**src/rtl/wrap_pkg.sv**
```systemverilog
package wrap_pkg;

  typedef enum logic [1:0] {
    MODE_FUNC    = 2'b00,
    MODE_TEST    = 2'b01,
    MODE_BYP     = 2'b10,
    MODE_BYP_ALT = 2'b11
  } wrapMode_e;

  // Strobes from control to datapath
  typedef struct packed {
    logic testOn;
    logic bypOn;
    logic doShift;
    logic doCapture;
    logic doUpdate;
  } wrapCtl_t;

endpackage

```
**src/rtl/wrap_ctrl.sv**
```systemverilog
module wrap_ctrl
  import wrap_pkg::*;
(
  input  logic       clk,
  input  logic       rstN,
  input  logic [1:0] modeSel,
  input  logic       modeLoad,
  input  logic       shiftEn,
  input  logic       captureEn,
  input  logic       updateEn,
  output wrapCtl_t   ctl
);

  wrapMode_e modeQ;

  always_ff @(posedge clk) begin
    if (!rstN)         modeQ <= MODE_FUNC;
    else if (modeLoad) modeQ <= wrapMode_e'(modeSel);
  end

  always_comb begin
    ctl.testOn    = (modeQ == MODE_TEST);
    ctl.bypOn     = (modeQ == MODE_BYP) || (modeQ == MODE_BYP_ALT);
    ctl.doShift   = ctl.testOn && shiftEn;
    ctl.doCapture = ctl.testOn && captureEn && !shiftEn;
    ctl.doUpdate  = ctl.testOn && updateEn;
  end

endmodule

```
**src/rtl/wrap_bypass.sv**
```systemverilog
module wrap_bypass (
  input  logic clk,
  input  logic rstN,
  input  logic bypOn,
  input  logic tamIn,
  output logic bypQ
);

  always_ff @(posedge clk) begin
    if (!rstN)      bypQ <= 1'b0;
    else if (bypOn) bypQ <= tamIn;
  end

endmodule

```
**src/rtl/wrap_dp.sv**
```systemverilog
module wrap_dp
  import wrap_pkg::*;
#(
  parameter int IN_W  = 8,
  parameter int OUT_W = 8
) (
  input  logic             clk,
  input  logic             rstN,
  input  wrapCtl_t         ctl,
  input  logic             tamIn,
  input  logic             bypQ,
  input  logic [IN_W-1:0]  chipIn,
  input  logic [OUT_W-1:0] coreOut,
  output logic [IN_W-1:0]  coreIn,
  output logic [OUT_W-1:0] chipOut,
  output logic             tamOut
);

  localparam int CHAIN_LEN = IN_W + OUT_W;

  logic [CHAIN_LEN-1:0] cellQ;
  logic [CHAIN_LEN-1:0] shiftSrc;
  logic [IN_W-1:0]      updQ;

  assign shiftSrc = {cellQ[CHAIN_LEN-2:0], tamIn};

  for (genvar i = 0; i < CHAIN_LEN; i++) begin : g_cell
    if (i < IN_W) begin : g_in
      always_ff @(posedge clk) begin
        if (!rstN)            cellQ[i] <= 1'b0;
        else if (ctl.doShift) cellQ[i] <= shiftSrc[i];
      end
    end else begin : g_out
      always_ff @(posedge clk) begin
        if (!rstN)              cellQ[i] <= 1'b0;
        else if (ctl.doShift)   cellQ[i] <= shiftSrc[i];
        else if (ctl.doCapture) cellQ[i] <= coreOut[i-IN_W];
      end
    end
  end

  always_ff @(posedge clk) begin
    if (!rstN)             updQ <= '0;
    else if (ctl.doUpdate) updQ <= cellQ[IN_W-1:0];
  end

  always_comb begin
    coreIn  = ctl.testOn ? updQ : chipIn;
    chipOut = ctl.testOn ? '0   : coreOut;
    if (ctl.bypOn)       tamOut = bypQ;
    else if (ctl.testOn) tamOut = cellQ[CHAIN_LEN-1];
    else                 tamOut = 1'b0;
  end

endmodule

```
**src/rtl/core_wrap_top.sv**
```systemverilog
module core_wrap_top
  import wrap_pkg::*;
#(
  parameter int IN_W  = 8,
  parameter int OUT_W = 8
) (
  input  logic             clk,
  input  logic             rstN,
  input  logic [1:0]       modeSel,
  input  logic             modeLoad,
  input  logic             shiftEn,
  input  logic             captureEn,
  input  logic             updateEn,
  input  logic             tamIn,
  output logic             tamOut,
  input  logic [IN_W-1:0]  chipIn,
  output logic [IN_W-1:0]  coreIn,
  input  logic [OUT_W-1:0] coreOut,
  output logic [OUT_W-1:0] chipOut
);

  wrapCtl_t ctl;
  logic     bypQ;

  wrap_ctrl u_ctrl (
    .clk(clk), .rstN(rstN), .modeSel(modeSel), .modeLoad(modeLoad),
    .shiftEn(shiftEn), .captureEn(captureEn), .updateEn(updateEn), .ctl(ctl)
  );

  wrap_bypass u_byp (
    .clk(clk), .rstN(rstN), .bypOn(ctl.bypOn), .tamIn(tamIn), .bypQ(bypQ)
  );

  wrap_dp #(.IN_W(IN_W), .OUT_W(OUT_W)) u_dp (
    .clk(clk), .rstN(rstN), .ctl(ctl), .tamIn(tamIn), .bypQ(bypQ),
    .chipIn(chipIn), .coreOut(coreOut), .coreIn(coreIn),
    .chipOut(chipOut), .tamOut(tamOut)
  );

endmodule

```
**config.mk**
```make
export PLATFORM = sky130hd
export DESIGN_NAME = core_wrap_top
export DESIGN_NICKNAME = d
export VERILOG_FILES = /design/src/rtl/wrap_pkg.sv /design/src/rtl/wrap_ctrl.sv /design/src/rtl/wrap_bypass.sv /design/src/rtl/wrap_dp.sv /design/src/rtl/core_wrap_top.sv
export SDC_FILE = /design/constraint.sdc
export NUM_CORES = 1
export LEC_CHECK = 0
export ABC_AREA = 1
export BUFFER_PORTS_ARGS = -buffer_cell sky130_fd_sc_hd__buf_2
export CAP_MARGIN = 20
export CORE_ASPECT_RATIO = 0.5
export CORE_MARGIN = 2
export CORE_UTILIZATION = 30
export DETAILED_ROUTE_END_ITERATION = 8
export GPL_ROUTABILITY_DRIVEN = 0
export PLACE_DENSITY = 0.65
export SYNTH_ARGS = -nofsm -noshare
export SYNTH_HDL_FRONTEND = slang
export SYNTH_SLANG_ARGS = --single-unit
```
**constraint.sdc**
```tcl
create_clock -name clk -period 1 [get_ports clk]
set_input_delay 0.2 -clock clk [delete_from_list [all_inputs] [get_ports clk]]
set_output_delay 0.2 -clock clk [all_outputs]
set_load 0.01 [all_outputs]
```
# Word-level counts from Yosys, hierarchy flattened
# Cells that the tools add are included.
[totals]
inputBits = 25
ff_bits = 27
output_inout_bits = 17
word_cells = 49
[op_classes]
reduce_logical = 7
muxes = 20
eq_ne = 3
[ops]
columns = ["cell", "count"]
rows = [
  ["1-bit 2-to-1 mux", 18],
  ["8-bit 2-to-1 mux", 2],
  ["2-bit equality test, second input constant", 2],
  ["1-bit logical AND", 4],
  ["2-bit by 1-bit equality test with 1-bit output, second input constant", 1],
  ["2-bit nonzero test", 1],
  ["1-bit zero test", 1],
  ["1-bit logical OR", 1],
]

# Longest topological paths before layout
# Gate-level depths: netlist of run 1.
[logic_depth]
word_depth = 5
mapped_depth = 7
depth_no_buf = 6

# Modules after synthesis
# From an unflattened synthesis of run 1, not the netlist that was laid out.
[unflattened]
cells_unflattened = 201
area_unflattened_um2 = 1278.7
[by_module_without_submodules]
columns = ["module", "n_inst", "area_each_um2", "cells_per_inst"]
rows = [
  ["wrap_dp", 1, 1117.3, 173],
  ["wrap_ctrl", 1, 120.1, 22],
  ["wrap_bypass", 1, 41.3, 6],
]

# Worst setup path after synthesis of run 1
# OpenSTA, ideal clock, no wires.
[synth_timing]
path_kind = "register to output"
startpoint = "register u_ctrl.modeQ[0]"
endpoint = "output coreIn[5]"
path_buffers = 1
required_ps = 800
arrival_ps = 893
slack_ps = -93
path_stages_with_launch = 6
cell_sequence = "dfxtp_1 inv_2 nor2_4 buf_2 nand2_1 nand2_1"
[synth_between]
elab_chain_len = 2
[synth_lines]
columns = ["item", "line_no", "rtl"]
rows = [
  ["start, declared", "wrap_ctrl.sv:14", "wrapMode_e modeQ;"],
  ["start signal, assigned", "wrap_ctrl.sv:18", "else if (modeLoad) modeQ <= wrapMode_e'(modeSel);"],
  ["2-bit by 1-bit equality test with 1-bit output", "wrap_ctrl.sv:22", "ctl.testOn = (modeQ == MODE_TEST);"],
  ["8-bit 2-to-1 mux", "wrap_dp.sv:48", "coreIn = ctl.testOn ? updQ : chipIn;"],
  ["end, declared", "core_wrap_top.sv:17", "output logic [IN_W-1:0] coreIn,"],
]
# No other way between the ends.

# Worst setup path in the final report of run 1
[layout_timing]
startpoint = "register u_ctrl.modeQ[1]"
endpoint = "output chipOut[7]"
[layout_between]
elab_chain_len = 2
[layout_lines]
columns = ["item", "line_no", "rtl"]
rows = [
  ["2-bit by 1-bit equality test with 1-bit output", "wrap_ctrl.sv:22", ""],
  ["8-bit 2-to-1 mux", "wrap_dp.sv:49", "chipOut = ctl.testOn ? '0 : coreOut;"],
  ["end, declared", "core_wrap_top.sv:19", "output logic [OUT_W-1:0] chipOut"],
]
# No other way between the ends.

==> flow_summary.yaml, run 1 <==
timing:
  finalCriticalPeriod_ps: 1370
  setup_ws_ps: -373
  fmax_mhz: 728
  post-route-period-util_pct: 137
  maxSlewViolCount: 0
  hold_violations: 0
  hold_slack_ps: 174
  rsz0062_at_grt: "true"
  final.setup.tns_ps: -9190
  tightest_slew_ps: 480
  slew_headroom_pct: 67.9
  skew_ps: 2.51
  setup_violations: 41
final_layout:
  antennaDiodeCount: 0
  final_cell_mix: "nand2_1, buf_2, nor2_1"
  drive_above_1_share_pct: 34.5
  area_growth_syn_to_layout_pct: 47.2
  layout.nets: 284
  design_area_um2: 1880
  final_common_cell: "nand2_1"
power:
  power_density_nw_per_um2: 1230
  peakVddDrop_v: 0.000431
  leakagePower_uw: 0.000965
clock_network:
  clk_latency_ps: 270
  tritoncts.num_buffers: 3
  cts.reportedPaths.clkPinSlew_ps: 90
  cts_tree: "yes"
  clock_sinks: 27
  htree_levels: 1
  cts_buffer_depth: 2
  clock-root-buffer: "clkbuf_8"
drt:
  finalWirelength_um: 3050
  post_drt_wl_per_cell_um: 9.78
  drtPass1Iterations: 5
  drc: 0
  via_per_inst: 4.38
  first_iter_violations: 20
  ant_nets: 0
  vias: 1366
place:
  numPortBuffers: 41
  dp_hpwl_um: 2260
  place_area_um2: 1650
setup_path:
  cp-end-kind: "output pin"
  crit_arrival_ps: 1170
  path_max_fanout: 4
  reg2regPathDepth: 7
  crit_required_ps: 800
  cp-start-kind: "flop"
  crit_type: "reg2out"
synthesis:
  ys_seq_elements: 27
  seq_area_frac_synth_pct: 42.4
  syn_avg_cell_area_um2: 6.41
  synth_top_area_cell: "dfxtp_1"
  postSynthCellCount: 199
  synth.distinct_cells: 16
  syn-num-nets: 224
  synth_top_area_share_pct: 42.4
  synth_area_um2: 1270
  synthTopCellsByArea: "dfxtp_1, nand2_1, nor2_1"
  ys_warn_count: 0
global_routing:
  antenna_found_initial: 0
  first_global_vias: 1205
  grt_pass1_wl_um: 4970
  grtUsageTotal_pct: 13.1
  grt_max_degree: 18
  grt-ovfl-total: 0
job:
  drv_cap: 0
status:
  violations: "negative setup slack"
  status: "complete, but fails checks"
floorplanning:
  core_area_um2: 3980
  die_w_um: 96.2
  fp-row-count: 16
  die-area_um2: 4820
  die_h_um: 50.1
  io_pins: 42
  initial_core_util_pct: 32.0
worst_hold_path:
  hp-class: "in2reg"
  hold_depth: 3
## power by group
part	switching [µW]	internal, µW	leakage (µW)
clock	336	286	0.0000228
sequential	23.2	1130	0.000221
combinational	284	253	0.000722
## final timing paths
path	end	from	slack (ps)
worst min register to register	u_dp.cellQ[2]$_SDFFE_PN0P_	u_dp.cellQ[2]$_SDFFE_PN0P_	490
worst max-delay path	chipOut[7]	u_ctrl.modeQ[1]$_SDFFE_PN0P_	-370
worst max register to register	u_dp.cellQ[9]$_SDFFE_PN0P_	u_ctrl.modeQ[0]$_SDFFE_PN0P_	-210
worst min-delay path	u_byp.bypQ$_SDFFE_PN0P_	tamIn	170
## per-layer routing
layer  global-route usage [%]  share of wire [%]  vias to the layer above
li1                         -                  -                      727
met1                     16.5                 49                      615
met2                     22.5                 47                       19
met3                     3.82                3.8                        5
met4                     2.14               0.62                        0
met5                        0                  0                        -
## metrics by stage
stage               cells  setup slack [ps]  util (%)  total power [µW]
global placement      301              -174      41.3              1620
global route          312              -482      47.1              2450
floorplan             199             -20.6         -              1440
finish                312              -373      47.1              2310
detailed placement    301              -174      41.3              1630
CTS                   310              -375      44.3              2290
## critical path, cell delays in order, from the launching register on
cell and delay (ps):
dfxtp_2 360, nor2_4 160, buf_4 150, buf_6 80, nor2_1 20, buf_2 130
## flip-flops by register name, indices dropped and copies added (netlist names)
signal	flops
u_ctrl.modeQ	2
u_byp.bypQ	1
u_dp.updQ	8
u_dp.cellQ	16
## final cells by class
| type | count | area (µm²) |
|---|---|---|
| clock buffers | 4 | 45.0 |
| well taps | 54 | 67.6 |
| flip-flops and latches | 27 | 543 |
| fillers | 404 | 2110 |
| multi-input cells | 141 | 687 |
| repair buffers | 63 | 448 |
| inverters | 23 | 86.3 |
## repair_timing
item                                    CTS  global route
setup buffers                             5             0
endpoints found under the hold margin     0             0
gates cloned                              0             2
endpoints found under the setup margin   41            41
gates resized for setup                  13            14
pin swaps                                 0             1
hold buffers                              0             0
## cells in the mapped netlist
library cell   n
nor2_4         2
nand3_1        7
inv_1         20
nand2_1       64
o21ai_1        1
nor2_1        34
o21ai_0       12
inv_2          3
buf_2          4
nand2_2        1
clkbuf_1       3
o21ai_2        1
dfxtp_1       27
nand3_2        1
buf_6          1
a21oi_1       18
## cell families (layout without fill, tap and decap cells)
logic type,after synthesis,count (layout),synth area share [%]
AOI/OAI and AO/OA,32,32,12.9
buffers and inverters,31,90,10.1
DFF,27,27,42.4
and+or+nand+nor,109,109,34.6
Note: power is estimated with default switching activity, not from simulation.
==> inputs of run 2 (changes only) <==
--- a/config.mk
+++ b/config.mk
@@ -13,7 +13,7 @@
 export CORE_UTILIZATION = 30
 export DETAILED_ROUTE_END_ITERATION = 8
 export GPL_ROUTABILITY_DRIVEN = 0
-export PLACE_DENSITY = 0.65
+export PLACE_DENSITY = 0.63
 export SYNTH_ARGS = -nofsm -noshare
 export SYNTH_HDL_FRONTEND = slang
 export SYNTH_SLANG_ARGS = --single-unit
==> constraint.sdc (replaced) <==
create_clock -name clk -period 1.3 [get_ports clk]
set_input_delay 0.26 -clock clk [delete_from_list [all_inputs] [get_ports clk]]
set_output_delay 0.26 -clock clk [all_outputs]
set_load 0.01 [all_outputs]
==> run 2 against run 1 <==
Compared with the run above: the flow still finishes with violations (negative setup slack); sequential share of layout area is 2.7 points higher; via count decreased by 2.3%; total power shrank 23%; global-route usage increased by 0.73 points; final cell count down 2.9%; sequential cell count is the same; largest cell class unchanged; highest routed layer unchanged.
==> flow_summary.yaml, run 2 (same netlist as run 1, synthesis figures left out) <==
final_layout:
  antennaDiodeCount: 0
  final_common_cell: "nand2_1"
  largestRegisters: "u_dp.cellQ (16), u_dp.updQ (8), u_ctrl.modeQ (2)"
  largest_reg_flops: 16
  layout.nets: 275
  drive_above_1_share_pct: 30.1
  regMostFlops: "u_dp.cellQ"
  final_cell_mix: "nand2_1, buf_2, nor2_1"
  area_growth_syn_to_layout_pct: 35.2
timing:
  tightest_slew_ps: 388
  slew_headroom_pct: 74.1
  rsz0062_at_grt: "true"
  setup_violations: 17
  maxSlewViolCount: 0
  post-route-period-util_pct: 116
  skew_ps: 8.22
  hold_slack_ps: 258
  fmax_mhz: 665
  finalCriticalPeriod_ps: 1500
  setup_ws_ps: -203
  hold_violations: 0
place:
  post-place-ws_ps: 28.4
  dp_hpwl_um: 2110
  numPortBuffers: 41
power:
  peakVddDrop_v: 0.000430
  leakagePower_uw: 0.000905
  total_power_uw: 1770
  power_density_nw_per_um2: 1020
drt:
  finalWirelength_um: 3240
  post_drt_wl_per_cell_um: 10.7
  first_iter_violations: 33
  via_per_inst: 4.40
  drc: 0
  vias: 1334
  drtPass1Iterations: 4
  ant_nets: 0
setup_path:
  r2r_setup_slack_ps: 40
  worst_path_most_repeated_cell: "nand2_1"
  path_max_fanout: 7
  critical-path-slowest-cell: "dfxtp_4"
  crit_arrival_ps: 1240
  worst_r2r_startpoint: "u_ctrl.modeQ[0]$_SDFFE_PN0P_"
  max_stage_delay_ps: 380
  crit_type: "reg2out"
  reg2regPathDepth: 8
  cp-start-kind: "flop"
  path_cells: "inv_4 -> nor2_4 -> buf_6 -> buf_12 -> nand2_1 -> nand2_1 -> buf_2"
  cp-end-kind: "output pin"
  crit_required_ps: 1040
  regToRegEndpoint: "u_dp.cellQ[8]$_SDFFE_PN0P_"
floorplanning:
  die-area_um2: 4820
  io_pins: 42
  die_h_um: 50.1
  core_area_um2: 3980
  die_w_um: 96.2
  initial_core_util_pct: 32.0
  fp-row-count: 16
clock_network:
  cts.reportedPaths.clkPinSlew_ps: 90
  clk_latency_ps: 280
  cts_tree: "yes"
  cts_buffer_depth: 2
  htree_levels: 1
  clock_sinks: 27
  tritoncts.num_buffers: 3
  cts_hold_buf: 0
  clock-root-buffer: "clkbuf_8"
job:
  drv_cap: 0
status:
  status: "complete, but fails checks"
  violations: "negative setup slack"
worst_hold_path:
  holdPathEnd: "u_byp.bypQ$_SDFFE_PN0P_"
  hp-class: "in2reg"
  hp-start: "tamIn"
  hold_depth: 3
global_routing:
  first_global_vias: 1187
  grtUsageTotal_pct: 13.8
  antenna_found_initial: 0
  grt_max_degree: 22
  grt_pass1_wl_um: 5140
  grt-ovfl-total: 0
-- run 2: critical path, delay by kind of cell, from the launching register on --
kind          cells  cell delay, ps
simple gates      3             180
buf+inv           4             400
flops             1             380
-- run 2: through the flow --
stage / util (%) / TNS (ps) / instances / area (µm²)
global placement: 39.7 / 0 / 293 / 1580
floorplan: - / 0 / 199 / 1270
global route: 43.3 / -3910 / 303 / 1720
CTS: 43.0 / -3150 / 302 / 1710
detailed placement: 39.7 / 0 / 293 / 1580
finish: 43.3 / -2510 / 303 / 1720
-- run 2: worst max path at each step --
stage                                  from  slack [ps]                        end  depth (start not counted)
3_5_place_dp   u_ctrl.modeQ[0]$_SDFFE_PN0P_          30                  coreIn[0]                          6
2_1_floorplan  u_ctrl.modeQ[0]$_SDFFE_PN0P_         150                  coreIn[5]                          5
6_report       u_ctrl.modeQ[0]$_SDFFE_PN0P_        -200                  coreIn[5]                          7
5_1_grt        u_ctrl.modeQ[0]$_SDFFE_PN0P_        -270                  coreIn[6]                          7
4_1_cts        u_ctrl.modeQ[0]$_SDFFE_PN0P_        -220                  coreIn[4]                          7
3_3_place_gp   u_ctrl.modeQ[1]$_SDFFE_PN0P_          50  u_dp.updQ[0]$_SDFFE_PN0P_                          6
-- run 2: cell type report --
type / count / area (µm²)
clock buffer: 3 / 41.3
clock inverter: 1 / 8.76
fill: 406 / 2260
inverter: 23 / 88.8
multi-input combinational: 141 / 637
sequential: 27 / 546
tap: 54 / 67.6
timing repair buffer: 54 / 335
-- run 2: power breakdown --
| group | switching, µW | leakage, µW | internal, µW |
|---|---|---|---|
| sequential | 19.8 | 0.000221 | 867 |
| clock | 285 | 0.0000261 | 225 |
| combinational | 208 | 0.000658 | 161 |
-- run 2: per-layer routing --
layer | vias to the layer above | routed length [µm] | global-route usage (%)
met5 | - | 0 | 0
met4 | 0 | 27 | 4.29
met3 | 2 | 130 | 3.21
met2 | 30 | 1500 | 24.5
met1 | 594 | 1580 | 16.5
li1 | 708 | - | -
-- run 2: what timing repair did --
item / 4_1_cts / 5_1_grt
setup endpoints to repair: 17 / 25
buffers inserted: 4 / 2
endpoints found under the hold margin: 0 / 0
pin swaps: 1 / 2
resized for setup: 7 / 9
cloned: 1 / 0
==> inputs of run 3 (changes only) <==
--- a/config.mk
+++ b/config.mk
@@ -5,7 +5,6 @@
 export SDC_FILE = /design/constraint.sdc
 export NUM_CORES = 1
 export LEC_CHECK = 0
-export ABC_AREA = 1
 export BUFFER_PORTS_ARGS = -buffer_cell sky130_fd_sc_hd__buf_2
 export CAP_MARGIN = 20
 export CORE_ASPECT_RATIO = 0.5
==> run 3 against run 2 <==
Compared with the run above: clock-buffer cell count stayed put; worst hold slack got worse by 5.4 ps; utilization rose by 0.58 points; area after synthesis is 4.7% higher; the run still ends with negative setup slack left; highest routed layer unchanged; global-route usage is 2.8 points lower; first-iteration DRC count decreased by 27%; setup slack worse by 71 ps.
==> flow_summary.yaml, run 3 <==
drt:
  finalWirelength_um: 2810
  drtPass1Iterations: 4
  via_per_inst: 4.52
  ant_nets: 0
  post_drt_wl_per_cell_um: 11.8
  first_iter_violations: 24
  vias: 1072
  drc: 0
final_layout:
  design_area_um2: 1900
  largest_reg_flops: 16
  antennaDiodeCount: 0
  nFillCells: 434
  layout.nets: 206
  area_growth_syn_to_layout_pct: 42.5
  regMostFlops: "u_dp.cellQ"
  final_cell_mix: "nor2b_1, buf_2, dfxtp_1"
  largestRegisters: "u_dp.cellQ (16), u_dp.updQ (8), u_ctrl.modeQ (2)"
  drive_above_1_share_pct: 48.3
global_routing:
  grt_max_degree: 28
  first_global_vias: 975
  antenna_found_initial: 0
  grtUsageTotal_pct: 11.0
  grt_pass1_wl_um: 4470
  grt-ovfl-total: 0
timing:
  hold_violations: 0
  maxSlewViolCount: 0
  post-route-period-util_pct: 121
  setup_ws_ps: -274
  slew_headroom_pct: 73.2
  hold_slack_ps: 252
  final.setup.tns_ps: -4280
  fmax_mhz: 635
  tightest_slew_ps: 401
  skew_ps: 1.32
  setup_violations: 25
  finalCriticalPeriod_ps: 1570
  rsz0062_at_grt: "true"
clock_network:
  clock-root-buffer: "clkbuf_8"
  clock_sinks: 27
  cts_buffer_depth: 2
  cts_tree: "yes"
  tritoncts.num_buffers: 3
  htree_levels: 1
  clk_latency_ps: 270
  cts.reportedPaths.clkPinSlew_ps: 90
power:
  internal-power_uw: 1310
  swShare_pct: 24.8
  p_seq_share_pct: 49.6
  p_clk_share_pct: 27.9
  leakagePower_uw: 0.000920
  power_density_nw_per_um2: 913
  power.switching_uw: 430
  combPwrFrac_pct: 22.5
  peakVddDrop_v: 0.000437
synthesis:
  postSynthCellCount: 131
  synth.distinct_cells: 22
  synthTopCellsByArea: "dfxtp_1, mux2i_1, nor2b_1"
  synth-async-reset-ratio_pct: 0
  synth_area_um2: 1340
  ys_seq_elements: 27
  syn-num-nets: 156
  ys_warn_count: 0
  synth_top_area_cell: "dfxtp_1"
  synth_top_area_share_pct: 40.5
  synth_most_common_cell: "dfxtp_1"
  synth-main-ff-cell: "dfxtp_1"
  synth_common_cells: "dfxtp_1, nor2b_1, mux2i_1"
  synth-edff-count: 0
  syn_avg_cell_area_um2: 10.2
  seq_area_frac_synth_pct: 40.5
place:
  dp_hpwl_um: 1890
  numPortBuffers: 41
  place_area_um2: 1620
floorplanning:
  core_area_um2: 4340
  die_h_um: 51.2
  io_pins: 42
  fp-row-count: 17
  die-area_um2: 5030
  die_w_um: 98.3
  initial_core_util_pct: 30.8
setup_path:
  crit_required_ps: 1040
  cp-start-kind: "flop"
  path_max_fanout: 6
  crit_arrival_ps: 1310
  r2r_setup_slack_ps: -40
  cp-end-kind: "output pin"
  crit_type: "reg2out"
job:
  drv_cap: 0
status:
  status: "complete, but fails checks"
  violations: "negative setup slack"
worst_hold_path:
  hp-class: "in2reg"
run 3: final timing paths:
check	cells past startpoint	endpoint	startpoint
worst min register to register	2	u_dp.updQ[5]$_SDFFE_PN0P_	u_dp.updQ[5]$_SDFFE_PN0P_
worst max-delay path	4	coreIn[1]	u_ctrl.modeQ[1]$_SDFFE_PN0P_
worst min-delay path	3	u_ctrl.modeQ[1]$_SDFFE_PN0P_	modeSel[1]
worst max register to register	6	u_dp.cellQ[13]$_SDFFE_PN0P_	u_ctrl.modeQ[1]$_SDFFE_PN0P_
run 3: critical path, stage by stage, from the launching register on:
cell	delay, ps
dfxtp_2	330
nand2b_4	150
buf_8	140
mux2_4	300
buf_6	120
run 3: through the flow:
step	std cells	power [µW]	utilization [%]	worst slack [ps]
2_1_floorplan	131	1060	-	5.36
3_3_place_gp	227	1160	37.4	-1.21
3_5_place_dp	227	1170	37.4	-30.3
4_1_cts	232	1710	41.4	-283
5_1_grt	237	1810	43.9	-320
6_report	237	1740	43.9	-274
run 3: power by group through the flow:
stage                     clock network [µW]  registers [µW]  logic, µW
final                                    484             861        391
after global placement                     0             877        284
after detailed placement                   0             878        288
after global routing                     526             863        423
after CTS                                499             860        347
after floorplan                            0             877        182
run 3: cell type report:
cell class | count | area (µm²) | share of cell area [%]
inverter | 2 | 7.51 | 0.394
multi-input combinational | 92 | 769 | 40.4
sequential | 27 | 543 | 28.5
clock buffer | 3 | 41.3 | 2.17
clock inverter | 1 | 7.51 | 0.394
timing repair buffer | 55 | 463 | 24.3
tap | 57 | 71.3 | 3.75
run 3: metal layers:
metal / track usage, % / part of all wire [%]
met1: 14.7 / 49
met4: 2.05 / 0.57
met5: 0 / 0
met3: 3.15 / 4.5
met2: 18.0 / 46
run 3: cells by family (layout without fill, tap and decap cells):
kind of cell,after synthesis,in the layout,share of synthesized area (%)
flops,27,27,40.5
compound gates,17,17,10.1
buf+inv,12,61,6.09
mux,27,27,21.8
simple gates,48,48,21.5
run 3: repair_timing:
action / in CTS / in global routing
setup endpoints to repair: 17 / 25
setup buffers: 1 / 5
resized for setup: 25 / 16
hold buffers: 0 / 0
pin swaps: 7 / 9
